### src/rtl/lane_perm_pkg.sv
`timescale 1ns/1ps
package lane_perm_pkg;
  localparam int unsigned LANE_W_DEF  = 32;
  localparam int unsigned N_LANES_DEF = 4;

  typedef enum logic {
    PERM_SHUFFLE   = 1'b0,
    PERM_UNPACK_HI = 1'b1
  } perm_mode_e;
endpackage

### src/rtl/lpu_reset_sync.sv
`timescale 1ns/1ps
module lpu_reset_sync (
  input  logic clk,
  input  logic rst_n,
  output logic rst_n_sync
);
  logic [1:0] stage_q;
  logic [1:0] stage_d;

  always_comb begin
    stage_d = {stage_q[0], 1'b1};
  end

  always_ff @(posedge clk or negedge rst_n) begin
    if (!rst_n) stage_q <= 2'b00;
    else        stage_q <= stage_d;
  end

  assign rst_n_sync = stage_q[1];
endmodule

### src/rtl/lpu_shuffle_path.sv
`timescale 1ns/1ps
module lpu_shuffle_path #(
  parameter int unsigned LANE_W  = 32,
  parameter int unsigned N_LANES = 4,
  localparam int unsigned SEL_W  = $clog2(N_LANES),
  localparam int unsigned CTRL_W = N_LANES * SEL_W,
  localparam int unsigned DW     = N_LANES * LANE_W
) (
  input  logic [DW-1:0]     opa,
  input  logic [DW-1:0]     opb,
  input  logic [CTRL_W-1:0] ctrl,
  output logic [DW-1:0]     res
);
  for (genvar i = 0; i < N_LANES; i++) begin : g_lane
    logic [SEL_W-1:0]  sel;
    logic [DW-1:0]     src;
    logic [LANE_W-1:0] lane_val;

    assign sel = ctrl[i*SEL_W +: SEL_W];

    if (i < N_LANES/2) begin : g_from_a
      assign src = opa;
    end else begin : g_from_b
      assign src = opb;
    end

    always_comb begin
      lane_val = '0;
      for (int k = 0; k < N_LANES; k++) begin
        if (sel == k[SEL_W-1:0]) lane_val = src[k*LANE_W +: LANE_W];
      end
    end

    assign res[i*LANE_W +: LANE_W] = lane_val;
  end
endmodule

### src/rtl/lpu_unpack_path.sv
`timescale 1ns/1ps
module lpu_unpack_path #(
  parameter int unsigned LANE_W  = 32,
  parameter int unsigned N_LANES = 4,
  localparam int unsigned HALF   = N_LANES / 2,
  localparam int unsigned HW     = HALF * LANE_W,
  localparam int unsigned DW     = N_LANES * LANE_W
) (
  input  logic [HW-1:0] opa_hi,
  input  logic [HW-1:0] opb_hi,
  output logic [DW-1:0] res
);
  for (genvar j = 0; j < HALF; j++) begin : g_pair
    assign res[(2*j)*LANE_W   +: LANE_W] = opa_hi[j*LANE_W +: LANE_W];
    assign res[(2*j+1)*LANE_W +: LANE_W] = opb_hi[j*LANE_W +: LANE_W];
  end
endmodule

### src/rtl/lpu_result_reg.sv
`timescale 1ns/1ps
module lpu_result_reg #(
  parameter int unsigned DW = 128
) (
  input  logic          clk,
  input  logic          rst_n,
  input  logic          load,
  input  logic [DW-1:0] data_in,
  output logic          valid_q,
  output logic [DW-1:0] data_q
);
  logic [DW-1:0] data_d;

  always_comb begin
    data_d = data_q;
    if (load) data_d = data_in;
  end

  always_ff @(posedge clk or negedge rst_n) begin
    if (!rst_n) begin
      valid_q <= 1'b0;
      data_q  <= '0;
    end else begin
      valid_q <= load;
      data_q  <= data_d;
    end
  end
endmodule

### src/rtl/lane_permute_unit.sv
`timescale 1ns/1ps
module lane_permute_unit #(
  parameter int unsigned LANE_W  = lane_perm_pkg::LANE_W_DEF,
  parameter int unsigned N_LANES = lane_perm_pkg::N_LANES_DEF,
  localparam int unsigned SEL_W  = $clog2(N_LANES),
  localparam int unsigned CTRL_W = N_LANES * SEL_W,
  localparam int unsigned DW     = N_LANES * LANE_W,
  localparam int unsigned HW     = (N_LANES / 2) * LANE_W
) (
  input  logic              clk,
  input  logic              rst_n,
  input  logic              in_valid,
  input  logic              in_mode,
  input  logic [CTRL_W-1:0] in_ctrl,
  input  logic [DW-1:0]     in_opa,
  input  logic [DW-1:0]     in_opb,
  output logic              out_valid,
  output logic [DW-1:0]     out_data
);
  import lane_perm_pkg::*;

  logic       rst_n_sync;
  perm_mode_e mode;
  logic [DW-1:0] shuf_res;
  logic [DW-1:0] unpk_res;
  logic [DW-1:0] next_res;

  lpu_reset_sync u_rst (
    .clk        (clk),
    .rst_n      (rst_n),
    .rst_n_sync (rst_n_sync)
  );

  lpu_shuffle_path #(.LANE_W(LANE_W), .N_LANES(N_LANES)) u_shuf (
    .opa  (in_opa),
    .opb  (in_opb),
    .ctrl (in_ctrl),
    .res  (shuf_res)
  );

  lpu_unpack_path #(.LANE_W(LANE_W), .N_LANES(N_LANES)) u_unpk (
    .opa_hi (in_opa[DW-1 -: HW]),
    .opb_hi (in_opb[DW-1 -: HW]),
    .res    (unpk_res)
  );

  always_comb begin
    mode = perm_mode_e'(in_mode);
    unique case (mode)
      PERM_UNPACK_HI: next_res = unpk_res;
      default:        next_res = shuf_res;
    endcase
  end

  lpu_result_reg #(.DW(DW)) u_out (
    .clk     (clk),
    .rst_n   (rst_n_sync),
    .load    (in_valid),
    .data_in (next_res),
    .valid_q (out_valid),
    .data_q  (out_data)
  );
endmodule

### config.mk
export PLATFORM = sky130hd
export DESIGN_NAME = lane_permute_unit
export DESIGN_NICKNAME = d
export VERILOG_FILES = /design/src/rtl/lane_perm_pkg.sv /design/src/rtl/lpu_reset_sync.sv /design/src/rtl/lpu_shuffle_path.sv /design/src/rtl/lpu_unpack_path.sv /design/src/rtl/lpu_result_reg.sv /design/src/rtl/lane_permute_unit.sv
export SDC_FILE = /design/constraint.sdc
export NUM_CORES = 1
export LEC_CHECK = 0
export BUFFER_PORTS_ARGS = -buffer_cell sky130_fd_sc_hd__buf_4
export CORE_AREA = 5 5 150 152
export CTS_CLUSTER_SIZE = 24
export DETAILED_ROUTE_END_ITERATION = 8
export DIE_AREA = 0 0 155 157
export PLACE_DENSITY = 0.74
export SLEW_MARGIN = 20
export SYNTH_ARGS = -nofsm -noshare
export SYNTH_HDL_FRONTEND = slang
export SYNTH_SLANG_ARGS = --single-unit
### constraint.sdc
create_clock -name clk -period 9.8 [get_ports clk]
set_input_delay 0 -clock clk [delete_from_list [all_inputs] [get_ports clk]]
set_output_delay 0 -clock clk [all_outputs]
set_load 0.005 [all_outputs]
==> results_dict.tcl <==
set metrics [dict create \
    clock_tree.htree_level_count 4 \
    utilization 0.666 \
    num_antenna_cells 0 \
    multi_input_area_um2 4990 \
    reg2reg_depth 1 \
    power_report.internal_total_uw 1350 \
    postCtsSetupRepairBufs 0 \
    yosys_register_bits 131 \
    fin_crit_sh 0.235 \
    max-clock-path-buffers 2 \
    yosys.area.top_type_share 0.367 \
    total_die_area_um2 24300 \
    power.share.combinational 0.293 \
    hold_class "input pin to flip-flop" \
    overflow 0 \
    io_buffer_count 396 \
    start_util 0.428 \
    fp.coreArea_um2 20900 \
    cp-end-kind "flip-flop" \
    drc 0 \
    critical_path.reg2reg.startpoint "u_rst.stage_q[1]$_DFF_PN0_" \
    setup.worst_path.start_class "input pin" \
    required_ps 10150 \
    final_standard_cell_count_with_taps_included_and_fillers_excluded 1541 \
    worst_setup_path_endpoint "u_out.data_q[102]$_DFFE_PN0P_" \
    ir_drop_worst_vdd_mv 0.0985 \
    globalplace.congestion 0.914 \
    sequential_fraction_of_the_synthesis_area 0.367 \
    power_density_nw_per_um2 136 \
    ffs_w_async_s_r_synth 1.00 \
    ys_top_cells_by_area "sky130_fd_sc_hd__dfrtp_1 (37%), sky130_fd_sc_hd__mux4_2 (23%), sky130_fd_sc_hd__mux2i_1 (11%)" \
    max_slew.worst_pin.slew_ps 1050 \
    crit_type "input pin to flip-flop" \
    max-cap-violations 0 \
    crit_path_cell_trace "buf_6, buf_4, nor2_1, a221oi_1, dlygate4sd3_1" \
    totalNegativeSetupSlack_ps 0 \
    detailedPlacementHpwl_um 23300 \
    routed_wl_um 35200 \
    seq_power_share 0.347 \
    avgRoutedWirePerCell_um 22.8 \
    netSwitchingFraction 0.283 \
    reg2reg_to "u_out.data_q[112]$_DFFE_PN0P_" \
    status "finished clean" \
    filler_cell_count 1487 \
    switchingPower_uw 535 \
    io_pins 397 \
    timing.critical_path.slowest_stage_cell "sky130_fd_sc_hd__buf_4" \
    fin_worst_skew_ps 9.82 \
    ant_nets 0 \
    critical_path.max_fanout 143 \
    dr.first_iter.drc_count 714 \
    seq_area_um2 3280 \
    synth_top_area_cell "sky130_fd_sc_hd__dfrtp_1" \
    postSynthAreaPerCell_um2 11.8 \
    yosys.cell_count.top_type "sky130_fd_sc_hd__dfrtp_1" \
    setup_viol 0 \
    slew_violations 0 \
    synth.cell_area_um2 8940 \
    tritoncts "done" \
    worstSkewPairLatency_ps 420 \
    report.final.hold_viol_count 0 \
    cts_num_sinks 131 \
    r2r_slack_ps 7880 \
    synthFlopType "sky130_fd_sc_hd__dfrtp_1" \
    grt_start_max_net_pins 144 \
    overall_die_height_um 157 \
    die_width_um 155 \
    clock_power_share 0.360 \
    setup_repair_after_global_routing_missed_its_margin "false" \
    dpl.cell_count 1354 \
    synth_cell_types 21 \
    antenna_violations_before_repair 0 \
    synth-edff-count 0 \
    postSynthCellCount 756 \
    clock_buffers_created_by_tritoncts 17 \
    fraction_of_final_layout_cells_with_drive_strength_greater_than_1 0.439 \
    slew-limit-headroom 0.301 \
    final.min_clock_period_ps 2300 \
    detail_route.vias_per_cell 5.77 \
    global_route_wire_length_before_repair_um 53700 \
    firstDrtPassIters 5 \
    layout-area-overhead-vs-synth_pct 55.6 \
    clk_pin_slew_worst_paths_ps 60 \
    achievable-frequency_ghz 0.434 \
    vias 8890 \
    nets 1521 \
    cp_slowest_stage_delay_ps 800 \
    timing.critical_path.arrival_ps 2660 \
    number_of_global_route_vias_before_repair 9643 \
    leakagePower_uw 0.00628 \
    groute.usage.overall 0.284 \
    synth.yosys.warnings 0 \
    synth.net_count 1024 \
    crit_start "in_valid" \
    std_cell_rows 53 \
    list_of_most_frequent_post_synthesis_cells "sky130_fd_sc_hd__dfrtp_1 (131), sky130_fd_sc_hd__nor2_1 (128), sky130_fd_sc_hd__a21oi_1 (97)" \
    cts_root_buffer "sky130_fd_sc_hd__clkbuf_16" \
]
[area by class of cell]
class | instances | share of cell area
multi-input cells | 517 | 0.359
well taps | 275 | 0.0247
repair buffers | 554 | 0.327
clock inverters | 11 | 0.0110
flip-flops and latches | 131 | 0.236
inverters | 32 | 0.00863
clock buffers | 21 | 0.0338
[cell families after synthesis]
logic type / synth area share
mux: 0.392
flops: 0.367
buf+inv: 0.0772
simple gates: 0.0558
other cells: 0.000419
compound gates: 0.108
[worst min path at each step]
stage	start	end	slack [ps]	cells past startpoint
floorplan	rst_n	u_rst.stage_q[0]$_DFF_PN0_	-300	0
global placement	rst_n	u_rst.stage_q[0]$_DFF_PN0_	-210	1
detailed placement	rst_n	u_rst.stage_q[0]$_DFF_PN0_	-210	1
CTS	in_opa[26]	u_out.data_q[26]$_DFFE_PN0P_	90	4
global route	in_opa[18]	u_out.data_q[18]$_DFFE_PN0P_	120	4
finish	in_opb[26]	u_out.data_q[90]$_DFFE_PN0P_	100	4
[worst max-delay path: cells and delay by family]
family                 cells  cell delay (ps)
buffers and inverters      3             2100
AO/OA/AOI/OAI              1              260
AND/OR/NAND/NOR            1              130
[layout by cell type, fill, tap and decap left out, drive strengths merged]
cell type	n
buf	399
dlygate4sd3	155
dfrtp	131
nor2	128
a21oi	97
mux2i	96
mux4	96
mux2	32
o22ai	32
inv	32
a221oi	32
clkbuf	21
clkinv	5
clkinvlp	3
bufinv	3
nor2b	2
nand2b	1
conb	1
[state kept, by name, indices dropped and copies added, names as in the netlist]
signal	flops
u_rst.stage_q	2
u_out.valid_q	1
u_out.data_q	128
[what timing repair did]
action,in CTS,in global routing
hold endpoints to repair,130,0
hold buffers,155,0
gates resized for setup,0,0
[power by group through the flow]
stage	combinational [uW]	sequential (uW)	clock [uW]
final	554	655	679
after floorplan	229	662	0
after global placement	474	661	0
after CTS	547	654	685
after global routing	594	663	709
after detailed placement	485	661	0
[through the flow]
stage                     hold slack, ps  area [um^2]  setup slack (ps)  power [uW]
after global routing                 116        13900              7360        1970
after detailed placement            -215        11700              7720        1150
final                                100        13900              7500        1890
after floorplan                     -296         8940              5880         892
after global placement              -215        11700              7810        1140
after CTS                           87.3        13900              7660        1890
[layer usage]
metal  wire, um  global-route usage  vias up
met4       1820               0.140        0
met2      17800               0.490      524
met3       2940              0.0712      125
li1           -                   -     3877
met5          0                   0        -
met1      12600               0.333     4364
(Power assumes the default switching activity.)
